**config.mk**
```make
export PLATFORM = sky130hd
export DESIGN_NAME = rate_classifier
export DESIGN_NICKNAME = d
export VERILOG_FILES = /design/src/rtl/rate_cls_pkg.sv /design/src/rtl/rate_tick_counter.sv /design/src/rtl/rate_window_classifier.sv /design/src/rtl/rate_classifier.sv
export SDC_FILE = /design/constraint.sdc
export NUM_CORES = 1
export LEC_CHECK = 0
export ABC_CLOCK_PERIOD_IN_PS = 4900
export BUFFER_PORTS_ARGS = -buffer_cell sky130_fd_sc_hd__buf_2
export CAP_MARGIN = 10
export CORE_MARGIN = 2
export CORE_UTILIZATION = 35
export CTS_CLUSTER_SIZE = 40
export DETAILED_ROUTE_END_ITERATION = 8
export PLACE_DENSITY_LB_ADDON = 0.15
export SYNTH_ARGS = -nofsm -noshare
export SYNTH_HDL_FRONTEND = slang
export SYNTH_HIERARCHICAL = 1
export SYNTH_SLANG_ARGS = --single-unit
```
**constraint.sdc**
```tcl
create_clock -name clk -period 4.9 [get_ports clk]
set_clock_uncertainty 0.2 [all_clocks]
set_input_delay 0.245 -clock clk [delete_from_list [all_inputs] [get_ports clk]]
set_output_delay 0.245 -clock clk [all_outputs]
set_load 0.005 [all_outputs]
```
**src/rtl/rate_cls_pkg.sv**
```systemverilog
package rate_cls_pkg;

    localparam int unsigned NRATE = 5;

    localparam int unsigned RATE_HZ [NRATE] = '{32000, 44100, 48000, 88200, 96000};
    localparam logic [2:0]  RATE_CODE [NRATE] = '{3'b111, 3'b110, 3'b101, 3'b100, 3'b011};

    localparam logic [2:0] CODE_NONE = 3'b000;

    function automatic int unsigned nominal_count(int unsigned ref_hz, int unsigned frames,
                                                  int unsigned rate_hz);
        longint unsigned p;
        p = longint'(ref_hz) * longint'(frames);
        return int'(p / longint'(rate_hz));
    endfunction

    function automatic int unsigned window_lo(int unsigned n, int unsigned tol_pct);
        return int'((longint'(n) * longint'(100 - tol_pct) + 99) / 100);
    endfunction

    function automatic int unsigned window_hi(int unsigned n, int unsigned tol_pct);
        return int'((longint'(n) * longint'(100 + tol_pct)) / 100);
    endfunction

endpackage

```
**src/rtl/rate_tick_counter.sv**
```systemverilog
module rate_tick_counter #(
    parameter int unsigned CNT_W = 15
) (
    input  logic             clk,
    input  logic             rst_n,
    input  logic             tick,
    input  logic             clr,
    output logic [CNT_W-1:0] sum_o
);
    localparam logic [CNT_W-1:0] CNT_MAX = '1;

    logic [CNT_W-1:0] cnt_d, cnt_q;

    always_comb begin
        sum_o = cnt_q;
        if (tick && cnt_q != CNT_MAX) begin
            sum_o = cnt_q + 1'b1;
        end
        cnt_d = clr ? '0 : sum_o;
    end

    always_ff @(posedge clk or negedge rst_n) begin
        if (!rst_n) cnt_q <= '0;
        else        cnt_q <= cnt_d;
    end

    assert_no_overflow_R9: assert property (@(posedge clk) disable iff (!rst_n)
        (cnt_q == CNT_MAX && !clr) |=> cnt_q == CNT_MAX)
        else $error("tick counter left saturation");

endmodule

```
**src/rtl/rate_window_classifier.sv**
```systemverilog
module rate_window_classifier
    import rate_cls_pkg::*;
#(
    parameter int unsigned REF_HZ  = 6144000,
    parameter int unsigned FRAMES  = 64,
    parameter int unsigned TOL_PCT = 4,
    parameter int unsigned CNT_W   = 15
) (
    input  logic [CNT_W-1:0] count,
    output logic [2:0]       code
);
    logic [NRATE-1:0] hit;

    for (genvar i = 0; i < NRATE; i++) begin : g_win
        localparam int unsigned NOM = nominal_count(REF_HZ, FRAMES, RATE_HZ[i]);
        localparam logic [CNT_W-1:0] LO = CNT_W'(window_lo(NOM, TOL_PCT));
        localparam logic [CNT_W-1:0] HI = CNT_W'(window_hi(NOM, TOL_PCT));
        assign hit[i] = (count >= LO) && (count <= HI);
    end

    always_comb begin
        code = CODE_NONE;
        for (int i = NRATE - 1; i >= 0; i--) begin
            if (hit[i]) code = RATE_CODE[i];
        end
    end

endmodule

```
**src/rtl/rate_classifier.sv**
```systemverilog
module rate_classifier
    import rate_cls_pkg::*;
#(
    parameter int unsigned REF_HZ  = 6144000,
    parameter int unsigned FRAMES  = 64,
    parameter int unsigned TOL_PCT = 4,
    parameter int unsigned CNT_W   = 15
) (
    input  logic       clk,
    input  logic       rst_n,
    input  logic       ref_tick,
    input  logic       frame_stb,
    input  logic       block_stb,
    input  logic       locked,
    input  logic       meas_en,
    output logic [2:0] rate_code,
    output logic       rate_valid
);
    localparam int unsigned FCNT_W = $clog2(FRAMES);
    localparam logic [FCNT_W-1:0] LAST_FRAME = FCNT_W'(FRAMES - 1);

    typedef struct packed {
        logic              running;
        logic [FCNT_W-1:0] fcnt;
        logic [1:0]        good;
        logic [2:0]        code;
        logic              valid;
    } state_t;

    state_t           st_d, st_q;
    logic             clr;
    logic             publish;
    logic             active;
    logic [CNT_W-1:0] sum;
    logic [2:0]       cls_code;

    rate_tick_counter #(.CNT_W(CNT_W)) u_cnt (
        .clk   (clk),
        .rst_n (rst_n),
        .tick  (ref_tick),
        .clr   (clr),
        .sum_o (sum)
    );

    rate_window_classifier #(
        .REF_HZ(REF_HZ), .FRAMES(FRAMES), .TOL_PCT(TOL_PCT), .CNT_W(CNT_W)
    ) u_cls (
        .count (sum),
        .code  (cls_code)
    );

    assign active = locked && meas_en;

    always_comb begin
        st_d    = st_q;
        clr     = 1'b0;
        publish = 1'b0;
        if (!active) begin
            st_d = '0;
            clr  = 1'b1;
        end else if (frame_stb) begin
            if (!st_q.running) begin
                st_d.running = 1'b1;
                st_d.fcnt    = '0;
                clr          = 1'b1;
            end else if (st_q.fcnt == LAST_FRAME) begin
                publish    = 1'b1;
                clr        = 1'b1;
                st_d.fcnt  = '0;
                st_d.code  = cls_code;
                st_d.valid = (st_q.good != 2'd0);
                if (st_q.good != 2'd2) st_d.good = st_q.good + 2'd1;
            end else if (block_stb) begin
                st_d.fcnt = '0;
                clr       = 1'b1;
            end else begin
                st_d.fcnt = st_q.fcnt + 1'b1;
            end
        end
    end

    always_ff @(posedge clk or negedge rst_n) begin
        if (!rst_n) st_q <= '0;
        else        st_q <= st_d;
    end

    assign rate_code  = st_q.code;
    assign rate_valid = st_q.valid;

    assert_no_reserved_R4: assert property (@(posedge clk) disable iff (!rst_n)
        publish |=> (rate_code != 3'b001 && rate_code != 3'b010))
        else $error("reserved code published");

    assert_code_holds_R5: assert property (@(posedge clk) disable iff (!rst_n)
        (active && !publish) |=> $stable(rate_code))
        else $error("code changed without a publish");

    assert_valid_on_publish_R6: assert property (@(posedge clk) disable iff (!rst_n)
        (!publish && !rate_valid) |=> !rate_valid)
        else $error("valid rose outside a publish");

    assert_unlock_clears_R7: assert property (@(posedge clk) disable iff (!rst_n)
        !locked |=> (rate_code == 3'b000 && !rate_valid))
        else $error("output kept while unlocked");

    assert_disable_clears_R8: assert property (@(posedge clk) disable iff (!rst_n)
        !meas_en |=> (rate_code == 3'b000 && !rate_valid))
        else $error("output kept while disabled");

endmodule

```
==> impl_metrics.py, run 1 <==
metrics = {
    "run_status": {
        "status": "completed",
    },
    "global_route": {
        "grt-ovfl-total": 0,
        "track_usage_pct": 16.0,
        "grt_pass1_wl_um": 8340,
        "grt_max_degree": 29,
        "antenna_found_initial": 0,
        "grt_pass1_vias": 1754,
    },
    "yosys": {
        "synth_fa_ha_area_share_pct": 2.36,
        "ys_ff_latch": 28,
        "ys_types": 62,
        "ys_seq_area_share_pct": 33.0,
        "synth_top_family_by_area": "simple AND/OR/NAND/NOR gates",
        "synth_nets": 255,
        "synth_mux_area_share_pct": 4.89,
        "synthXorXnorAreaFrac_pct": 1.65,
        "synth_area_sq_um": 2120,
        "ys_warn_count": 6,
        "synthSimpleGateAreaFrac_pct": 30.8,
        "syn_avg_cell_area_sq_um": 8.70,
        "synthCells": 244,
        "synth-edff-count": 0,
        "async_flop_share_pct": 100,
        "synth_compound_area_share_pct": 21.6,
        "ys.flop_type": "dfrtp_1",
    },
    "critical_path": {
        "endpoint_kind": "flop",
        "worstPathArrival_ns": 3.71,
        "slowest_stage": "o41ai_4",
        "crit_chain": "nand3_1, o41ai_4, nor3_2, xor2_1, or3_1, or4b_4, o31a_1, o221ai_2, nand3_1, mux2i_1, nor2_1",
        "max_stage_delay_ns": 0.57,
        "path_class": "reg2reg",
        "crit_required_ns": 4.86,
        "crit_top_cell": "nand3_1",
        "crit_fanout": 6,
        "timing.rr.start": "u_cnt/cnt_q[12]",
        "cp-startpoint": "u_cnt/cnt_q[12]",
        "startpoint_type": "flop",
        "path_delay_family": "simple AND/OR/NAND/NOR gates",
        "crit_buf_inv": 0,
    },
    "pwr": {
        "p_leak_nw": 0.945,
        "ir_drop_v": 0.000152,
        "p_total_w": 0.000444,
        "power.density_nw_per_um2": 197,
    },
    "route": {
        "drt_iter0_drc": 70,
        "via_per_inst": 5.71,
        "via_count": 1832,
        "wl_um": 4880,
        "wl_per_cell_um": 15.2,
        "drc_errors": 0,
        "ant_nets": 0,
        "first_pass_iters": 4,
    },
    "finish": {
        "final_cell_mix": "dfrtp_1, nor2_1, nand2_1, nand3_1, o21ai_0",
        "drive_above_1_share_pct": 12.2,
        "nets": 258,
        "area_delta_synth_final_pct": 6.13,
        "final_cells": 321,
        "diodes": 0,
        "layout_commonest_cell": "dfrtp_1",
        "fillers": 610,
    },
    "placement": {
        "gp_congestion": 0.816,
        "dp_hpwl_um": 3500,
        "place_inst": 316,
        "preCtsSetupSlack_ns": 1.21,
        "portBuffers": 10,
    },
    "clock_network": {
        "post_cts_buffers": 0,
        "clk_pin_slew_worst_paths_ns": 0.11,
        "worstSkewPairLatency_ns": 0.28,
        "ctsRootBufferMaster": "clkbuf_8",
        "cts_buffers": 3,
        "clkSinkCount": 28,
        "cts_tree": "yes",
        "clock_path_buffers": 2,
        "cts_resized": 0,
        "cts_hold_buf": 1,
        "cts.htree.levels": 1,
    },
    "die": {
        "dieArea_sq_um": 6700,
        "pin_count": 11,
        "die_h_um": 81.9,
        "die_x_um": 81.9,
        "start_util_pct": 36.1,
        "core_area_sq_um": 5890,
        "row_count": 28,
    },
    "timing": {
        "tightest_slew_ns": 0.836,
        "drv_slew": 0,
        "rsz0062_at_grt": "no",
        "fin_tns_setup_ns": 0,
        "slew_headroom_pct": 44.0,
        "finalSetupViolations": 0,
        "fmax_mhz": 267,
        "hold_viol_final": 0,
        "postLayoutSetupSlackWorst_ns": 1.15,
        "period_share_pct": 76.4,
        "period_needed_ns": 3.75,
    },
    "worst_hold_path": {
        "hp-start": "frame_stb",
        "hold_class": "in2reg",
    },
    "job": {
        "maxCapViolations": 0,
    },
}
## layer usage
| metal | part of all wire (%) | GRT usage [%] |
|---|---|---|
| met1 | 51 | 21.8 |
| met2 | 45 | 25.8 |
| met3 | 2.0 | 1.65 |
| met4 | 2.4 | 6.33 |
| met5 | 0 | 0 |
## state kept, by name, indices dropped and copies added (netlist names)
signal,cells
st_q,9
rate_code,3
rate_valid,1
u_cnt/cnt_q,15
## cell usage after synthesis, types with 3 or more instances
cell	n	area, sq um
nand2_1	17	63.8
xor2_1	3	26.3
nor2b_1	8	50.1
nor3_1	8	40.0
nand4_1	6	37.5
dfrtp_1	28	701
buf_4	3	22.5
and4_1	3	26.3
a211oi_1	3	22.5
a21o_1	3	22.5
nand3_1	16	80.1
a21oi_1	12	60.1
mux2i_1	4	40.0
inv_1	7	26.3
or4_1	3	22.5
nor2_1	27	101
or3_1	7	43.8
ha_1	4	50.1
o21a_1	4	30.0
nor4_1	6	37.5
a31oi_1	6	37.5
o21ai_0	15	75.1
## final cells by class
class	instances	area, sq um	share of cell area (%)
Inverter	7	26.3	1.17
Timing Repair Buffer	11	60.1	2.67
Clock buffer	3	41.3	1.83
Sequential cell	28	701	31.1
Tap cell	75	93.8	4.17
Multi-Input combinational cell	196	1300	57.7
Clock inverter	1	30.0	1.33
## per-stage QoR
stage | hold slack [ns] | util, % | area (sq um)
floorplan | -0.251 | - | 2120
global placement | 0.136 | 36.9 | 2170
detailed placement | 0.136 | 36.9 | 2170
CTS | 0.0478 | 38.3 | 2250
global route | 0.0587 | 38.3 | 2250
finish | 0.0512 | 38.3 | 2250
## cell families (layout without fill, tap and decap cells)
| logic type | count (synthesis) | in the layout |
|---|---|---|
| adders and majority gates | 4 | 4 |
| and+or+nand+nor | 116 | 116 |
| xor gates and xnor gates | 4 | 4 |
| muxes | 9 | 9 |
| buffers and inverters | 20 | 22 |
| DFF | 28 | 28 |
| AOI/OAI and AO/OA | 63 | 63 |
## worst min-delay path, delay by kind of cell
kind	cells	cell delay [ns]
simple gates	2	0.13
buf+inv	1	0.12
## final timing paths
| check | end | depth (start not counted) | slack, ns |
|---|---|---|---|
| worst min register to register | st_q[12] | 2 | 0.33 |
| min in group asynchronous | u_cnt/cnt_q[2] | 2 | 0.33 |
| max in group asynchronous | st_q[5] | 2 | 3.74 |
| worst max-delay path | rate_code[1] | 11 | 1.15 |
| worst min-delay path | st_q[12] | 3 | 0.05 |
| worst max register to register | rate_code[1] | 11 | 1.15 |
## power breakdown
| part | leakage, nW | switching [W] | internal, W |
|---|---|---|---|
| Combinational | 0.518 | 0.0000156 | 0.00000544 |
| Clock | 0.0357 | 0.0000810 | 0.000110 |
| Sequential | 0.390 | 0.000000618 | 0.000232 |
No activity file was read; power rests on OpenSTA's default activity.
==> run 2: changes to the inputs <==
Settings changed: ABC_AREA set to 1, ABC_CLOCK_PERIOD_IN_PS 4900 to 3100.
Clock period 4.9 ns to 3.1 ns, I/O delays scaled along.
==> run 2 against run 1 <==
Net effect:
- cell count is 63% higher
- largest power group unchanged
- die area up 17%
- critical endpoint is now rate_code[2]
- design area increased by 23%
- non-clock buffer count rose by 5
- power up 46%
==> impl_metrics.py, run 2 <==
metrics = {
    "yosys": {
        "synthTopCellsByArea": "dfrtp_1, nand2_1, inv_1, nor2_1, nand3_1",
        "yosys.cell_count.top_type": "nand2_1",
        "syn_avg_cell_area_sq_um": 6.05,
        "ys_warn_count": 6,
        "ys_ff_latch": 28,
        "synthCells": 414,
        "synthSimpleGateAreaFrac_pct": 51.7,
        "synthXorXnorAreaFrac_pct": 0.699,
        "ys.flop_type": "dfrtp_1",
        "yosys.area.top_type": "dfrtp_1",
        "synth_area_sq_um": 2510,
        "async_flop_share_pct": 100,
        "synth-edff-count": 0,
        "synth_top_family_by_area": "simple AND/OR/NAND/NOR gates",
        "ys_types": 30,
        "synth_mux_area_share_pct": 0,
        "synth_fa_ha_area_share_pct": 2.00,
        "synth_compound_area_share_pct": 5.69,
        "netlist.area_leader.share_pct": 28.0,
        "ys_top_cells_by_count": "nand2_1, inv_1, nor2_1",
        "ys_seq_area_share_pct": 28.0,
        "synth_nets": 425,
    },
    "placement": {
        "dp_hpwl_um": 4900,
        "gp_congestion": 0.967,
        "portBuffers": 10,
        "place_area_sq_um": 2630,
        "preCtsSetupSlack_ns": 0.272,
    },
    "global_route": {
        "grt_pass1_wl_um": 10600,
        "track_usage_pct": 17.3,
        "grt_max_degree": 29,
        "antenna_found_initial": 0,
        "grt_pass1_vias": 2266,
        "grt-ovfl-total": 0,
    },
    "pwr": {
        "seq_power_share_pct": 56.7,
        "power.density_nw_per_um2": 234,
        "netSwitchingPower_w": 0.000156,
        "ir_drop_v": 0.000111,
        "p_sw_share_pct": 24.0,
        "p_leak_nw": 1.40,
        "internal_power_w": 0.000493,
        "combPwrFrac_pct": 6.7,
        "clkPwrFrac_pct": 36.6,
    },
    "timing": {
        "period_needed_ns": 2.81,
        "finalSetupViolations": 0,
        "drv_slew": 0,
        "hold_viol_final": 0,
        "tightest_slew_ns": 0.662,
        "period_share_pct": 90.7,
        "slew_headroom_pct": 55.9,
        "postLayoutSetupSlackWorst_ns": 0.289,
        "fmax_mhz": 356,
        "rsz0062_at_grt": "yes",
    },
    "critical_path": {
        "crit_buf_inv": 3,
        "reg2reg_setup_slack_ns": 0.29,
        "startpoint_type": "flop",
        "crit_fanout": 8,
        "crit_chain": "ha_1, nand3_2, nor2_4, nand3_2, nand4_1, nand2_1, inv_1, inv_1, nand2_1, nor2_1, nand2_1, nand2_1, nand2_1, nand2_1, nand2_1, inv_1, nand2_1, nand3_1, a21oi_1",
        "slowest_stage": "dfrtp_1",
        "crit_top_cell": "nand2_1",
        "endpoint_kind": "flop",
        "path_class": "reg2reg",
        "path_delay_family": "simple AND/OR/NAND/NOR gates",
        "worstPathArrival_ns": 2.82,
        "max_stage_delay_ns": 0.40,
        "crit_required_ns": 3.11,
    },
    "route": {
        "wl_per_cell_um": 12.2,
        "wl_um": 6360,
        "drt_iter0_drc": 194,
        "via_count": 2554,
        "via_per_inst": 4.88,
        "ant_nets": 0,
        "drc_errors": 0,
        "first_pass_iters": 5,
    },
    "finish": {
        "final_util_pct": 40.3,
        "layout_commonest_cell": "nand2_1",
        "drive_above_1_share_pct": 13.1,
        "diodes": 0,
        "area_delta_synth_final_pct": 10.5,
        "largest_reg_flops": 15,
        "nets": 439,
        "largest-register": "u_cnt/cnt_q",
        "final_cell_mix": "nand2_1, inv_1, nor2_1, nand3_1, dfrtp_1",
        "final_cell_area_sq_um": 2770,
    },
    "clock_network": {
        "cts.htree.levels": 1,
        "clk_pin_slew_worst_paths_ns": 0.11,
        "worstSkewPairLatency_ns": 0.29,
        "cts_buffers": 3,
        "clkSinkCount": 28,
        "ctsRootBufferMaster": "clkbuf_8",
        "clock_path_buffers": 2,
        "cts_tree": "yes",
    },
    "job": {
        "maxCapViolations": 0,
    },
    "worst_hold_path": {
        "hold_class": "in2reg",
    },
    "die": {
        "start_util_pct": 36.5,
        "pin_count": 11,
        "die_x_um": 88.6,
        "core_area_sq_um": 6870,
        "dieArea_sq_um": 7850,
        "die_h_um": 88.6,
        "row_count": 30,
    },
    "run_status": {
        "status": "completed",
    },
}
## run 2: cell count changes after synthesis, moves of 7 or more
cell / before / now
nor2_1: 27 / 62
nor2b_1: 8 / 0
nand3_1: 16 / 41
or3_1: 7 / 0
nand2_1: 17 / 135
inv_1: 7 / 64
## run 2: power by group through the flow
stage	logic, W	clock network, W	registers (W)
6_report	0.0000437	0.000237	0.000368
5_1_grt	0.0000503	0.000265	0.000368
4_1_cts	0.0000429	0.000250	0.000368
3_5_place_dp	0.0000400	0	0.000375
3_3_place_gp	0.0000405	0	0.000375
2_1_floorplan	0.0000210	0	0.000375
## run 2: metrics by stage
step	total power, W	hold WS (ns)	setup TNS [ns]	std cells
4_1_cts	0.000661	0.0793	0	520
2_1_floorplan	0.000396	-0.341	0	414
5_1_grt	0.000684	0.111	-0.0122	523
3_3_place_gp	0.000415	0.0260	0	513
6_report	0.000649	0.100	0	523
3_5_place_dp	0.000415	0.0335	0	513
## run 2: layout make-up
class,instances,area (sq um)
Sequential cell,28,701
Multi-Input combinational cell,314,1550
Tap cell,96,120
Inverter,65,244
Clock buffer,4,55.1
Timing Repair Buffer,16,103
Fill cell,732,4100
## run 2: worst paths after layout
kind | startpoint | end | cells after the start
hold reg to reg | rate_code[1] | rate_code[1] | 2
setup / recovery | u_cnt/cnt_q[1] | rate_code[2] | 19
max in group asynchronous | rst_n | u_cnt/cnt_q[5] | 2
hold / removal | meas_en | st_q[5] | 3
min in group asynchronous | rst_n | u_cnt/cnt_q[3] | 2
setup reg to reg | u_cnt/cnt_q[1] | rate_code[2] | 19
## run 2: cells by family (layout without fill, tap and decap cells)
group / Yosys count / count (layout)
xor+xnor: 2 / 2
simple gates: 280 / 281
flops: 28 / 28
buf+inv: 73 / 85
compound gates: 27 / 27
fa+ha+maj: 4 / 4
## run 2: per-layer routing
metal | vias to the layer above | track usage (%) | routed length [um]
met5 | - | 0 | 0
met4 | 0 | 5.10 | 108
met3 | 12 | 2.71 | 299
met2 | 85 | 29.1 | 3010
met1 | 1142 | 22.8 | 2940
li1 | 1315 | - | -
## run 2: worst reg2reg max path, delay by kind of cell (launching register included)
kind | cells | cell delay [ns]
AND/OR/NAND/NOR | 14 | 1.35
buffers and inverters | 3 | 0.41
flip-flops | 1 | 0.40
adder cells (fa/ha/maj) | 1 | 0.21
AO/OA/AOI/OAI | 1 | 0.15
## run 2: repair_timing
| item | CTS | global route |
|---|---|---|
| setup buffers | 0 | 2 |
| gates resized for setup | 0 | 14 |
| hold buffers | 3 | 0 |
| endpoints found under the hold margin | 30 | 0 |
| setup endpoints to repair | 0 | 3 |
==> run 3: changes to the inputs <==
Settings changed: CORE_MARGIN 2 to 3, SYNTH_HIERARCHICAL 1 to unset.
==> run 3 against run 2 <==
Net effect:
- sequential share of layout area shrank 1.2 points
- critical path depth shrank 2
- fmax grew 3.6%
- area after synthesis grew 6.6%
- hold slack lost 0.078 ns
- synthesized cell count grew 6.5%
- sequential power grew 1%
- combinational power grew to 3.0 times the previous value
- clock power shrank 13%
- first-iteration DRC count shrank 43%
- die area grew 11%
- via count grew 7.8%
- highest routed layer unchanged
==> impl_metrics.py, run 3 <==
metrics = {
    "global_route": {
        "grt.busiest_layer": "met2",
        "antenna_found_initial": 0,
        "grt-ovfl-total": 0,
        "track_usage_pct": 17.3,
        "met1_usage_pct": 23.7,
        "met3_usage_pct": 1.29,
        "grt_pass1_vias": 2571,
        "use_met2_pct": 29.7,
        "grt_pass1_wl_um": 12100,
        "grt_max_degree": 29,
    },
    "clock_network": {
        "clk_pin_slew_worst_paths_ns": 0.10,
        "ctsRootBufferMaster": "clkbuf_8",
        "cts_buffers": 3,
        "clkSinkCount": 28,
        "cts_tree": "yes",
        "clock_path_buffers": 2,
        "worstSkewPairLatency_ns": 0.28,
        "cts.htree.levels": 1,
    },
    "finish": {
        "nets": 469,
        "diodes": 0,
        "layout_commonest_cell": "nand2_1",
        "area_delta_synth_final_pct": 8.76,
        "fillers": 791,
        "drive_above_1_share_pct": 16.2,
        "largest-register": "u_cnt.cnt_q",
        "largest_reg_flops": 15,
        "final_cell_mix": "nand2_1, nor2_1, inv_1, nand3_1",
    },
    "yosys": {
        "synth_area_sq_um": 2670,
        "async_flop_share_pct": 100,
        "synth_compound_area_share_pct": 5.71,
        "netlist.area_leader.share_pct": 26.2,
        "synth_fa_ha_area_share_pct": 1.87,
        "ys_warn_count": 0,
        "synth_mux_area_share_pct": 0,
        "synthSimpleGateAreaFrac_pct": 54.9,
        "synth_top_family_by_area": "simple AND/OR/NAND/NOR gates",
        "ys_types": 33,
        "ys_top_cells_by_count": "nand2_1, nor2_1, inv_1",
        "yosys.area.top_type": "dfrtp_1",
        "synth_nets": 452,
        "ys_ff_latch": 28,
        "synthXorXnorAreaFrac_pct": 1.64,
        "synth-edff-count": 0,
        "yosys.cell_count.top_type": "nand2_1",
        "ys_seq_area_share_pct": 26.2,
        "syn_avg_cell_area_sq_um": 6.06,
        "synthTopCellsByArea": "dfrtp_1, nand2_1, nor2_1, nand2_2, nand3_1",
        "synthCells": 441,
        "ys.flop_type": "dfrtp_1",
    },
    "timing": {
        "fmax_mhz": 369,
        "period_share_pct": 87.5,
        "hold_viol_final": 0,
        "period_needed_ns": 2.71,
        "fin_tns_setup_ns": 0,
        "slew_headroom_pct": 55.0,
        "rsz0062_at_grt": "no",
        "drv_slew": 0,
        "tightest_slew_ns": 0.675,
        "finalSetupViolations": 0,
    },
    "critical_path": {
        "startpoint_type": "flop",
        "crit_chain": "ha_1, inv_1, nor2_4, nand2_4, nor2_4, nor2_2, nand3_1, nand2_2, nand2_1, o21ai_0, nand2_1, clkinv_1, o21ai_0, nand2_1, nand2_1, o21ai_1, nand2_1",
        "crit_required_ns": 3.08,
        "endpoint_kind": "flop",
        "crit_top_cell": "nand2_1",
        "max_stage_delay_ns": 0.46,
        "path_class": "reg2reg",
        "slowest_stage": "dfrtp_1",
        "crit_fanout": 7,
        "worstPathArrival_ns": 2.70,
    },
    "worst_hold_path": {
        "hold_class": "in2reg",
    },
    "pwr": {
        "p_total_w": 0.000712,
        "p_leak_nw": 1.45,
        "power.density_nw_per_um2": 245,
        "ir_drop_v": 0.000159,
    },
    "placement": {
        "portBuffers": 10,
        "dp_hpwl_um": 5650,
        "gp_congestion": 0.899,
    },
    "job": {
        "maxCapViolations": 0,
    },
    "die": {
        "dieArea_sq_um": 8720,
        "die_x_um": 93.4,
        "die_h_um": 93.4,
        "row_count": 31,
        "pin_count": 11,
        "core_area_sq_um": 7330,
        "start_util_pct": 36.4,
    },
    "route": {
        "wl_um": 7400,
        "drt_iter0_drc": 110,
        "wl_per_cell_um": 13.3,
        "drc_errors": 0,
        "via_per_inst": 4.96,
        "first_pass_iters": 5,
        "ant_nets": 0,
        "via_count": 2754,
    },
    "run_status": {
        "status": "completed",
    },
}
## run 3: area by class of cell
type	instances	area, sq um	area share [%]
clock buffer	3	41.3	1.42
multi-input combinational	356	1720	59.3
sequential	28	701	24.1
inverter	50	190	6.55
timing repair buffer	19	125	4.31
tap	99	124	4.26
## run 3: final timing paths
path | start | to | slack (ns) | depth (start not counted)
max in group asynchronous | rst_n | u_cnt.cnt_q[1] | 2.02 | 2
hold reg to reg | st_q[4] | st_q[4] | 0.28 | 1
hold / removal | meas_en | st_q[12] | 0.02 | 3
setup / recovery | u_cnt.cnt_q[0] | rate_code[2] | 0.39 | 17
setup reg to reg | u_cnt.cnt_q[0] | rate_code[2] | 0.39 | 17
min in group asynchronous | rst_n | rate_code[1] | 0.23 | 2
## run 3: metrics by stage
step | utilization (%) | hold WS, ns | cell area, sq um | std cells | setup slack (ns)
final | 39.6 | 0.0221 | 2910 | 555 | 0.386
after floorplan | - | -0.341 | 2670 | 441 | 0.682
after global routing | 39.6 | 0.0555 | 2910 | 555 | 0.0688
after global placement | 38.4 | 0.0307 | 2820 | 547 | 0.394
after CTS | 39.4 | 0.0336 | 2890 | 553 | 0.337
after detailed placement | 38.4 | 0.0297 | 2820 | 547 | 0.357
## run 3: per-layer routing
layer / share of wire [%] / up-vias
li1: - / 1419
met3: 3.9 / 5
met5: 0 / -
met1: 48 / 1254
met4: 0.66 / 0
met2: 48 / 76
## run 3: logic make-up (layout without fill, tap and decap cells)
family | Yosys count | after routing
xor gates and xnor gates | 5 | 5
DFF | 28 | 28
adders and majority gates | 4 | 4
AOI/OAI and AO/OA | 27 | 27
buffers and inverters | 58 | 72
and+or+nand+nor | 319 | 320
## run 3: worst max-delay path, delay by kind of cell, from the launching register on
kind	cells	cell delay, ns
buf+inv	2	0.15
flops	1	0.46
simple gates	11	1.20
fa+ha+maj	1	0.24
compound gates	3	0.35
## run 3: timing repair
item	4_1_cts	5_1_grt
hold buffers	3	0
buffers inserted	0	1
hold endpoints to repair	30	0
setup endpoints to repair	0	1
gates resized for setup	0	1
## run 3: report_power, final
group          switching (W)  internal (W)  leakage [nW]
Clock               0.000120     0.0000877        0.0216
Combinational      0.0000927     0.0000386          1.04
Sequential        0.00000489      0.000368         0.389
Total               0.000217      0.000495          1.45
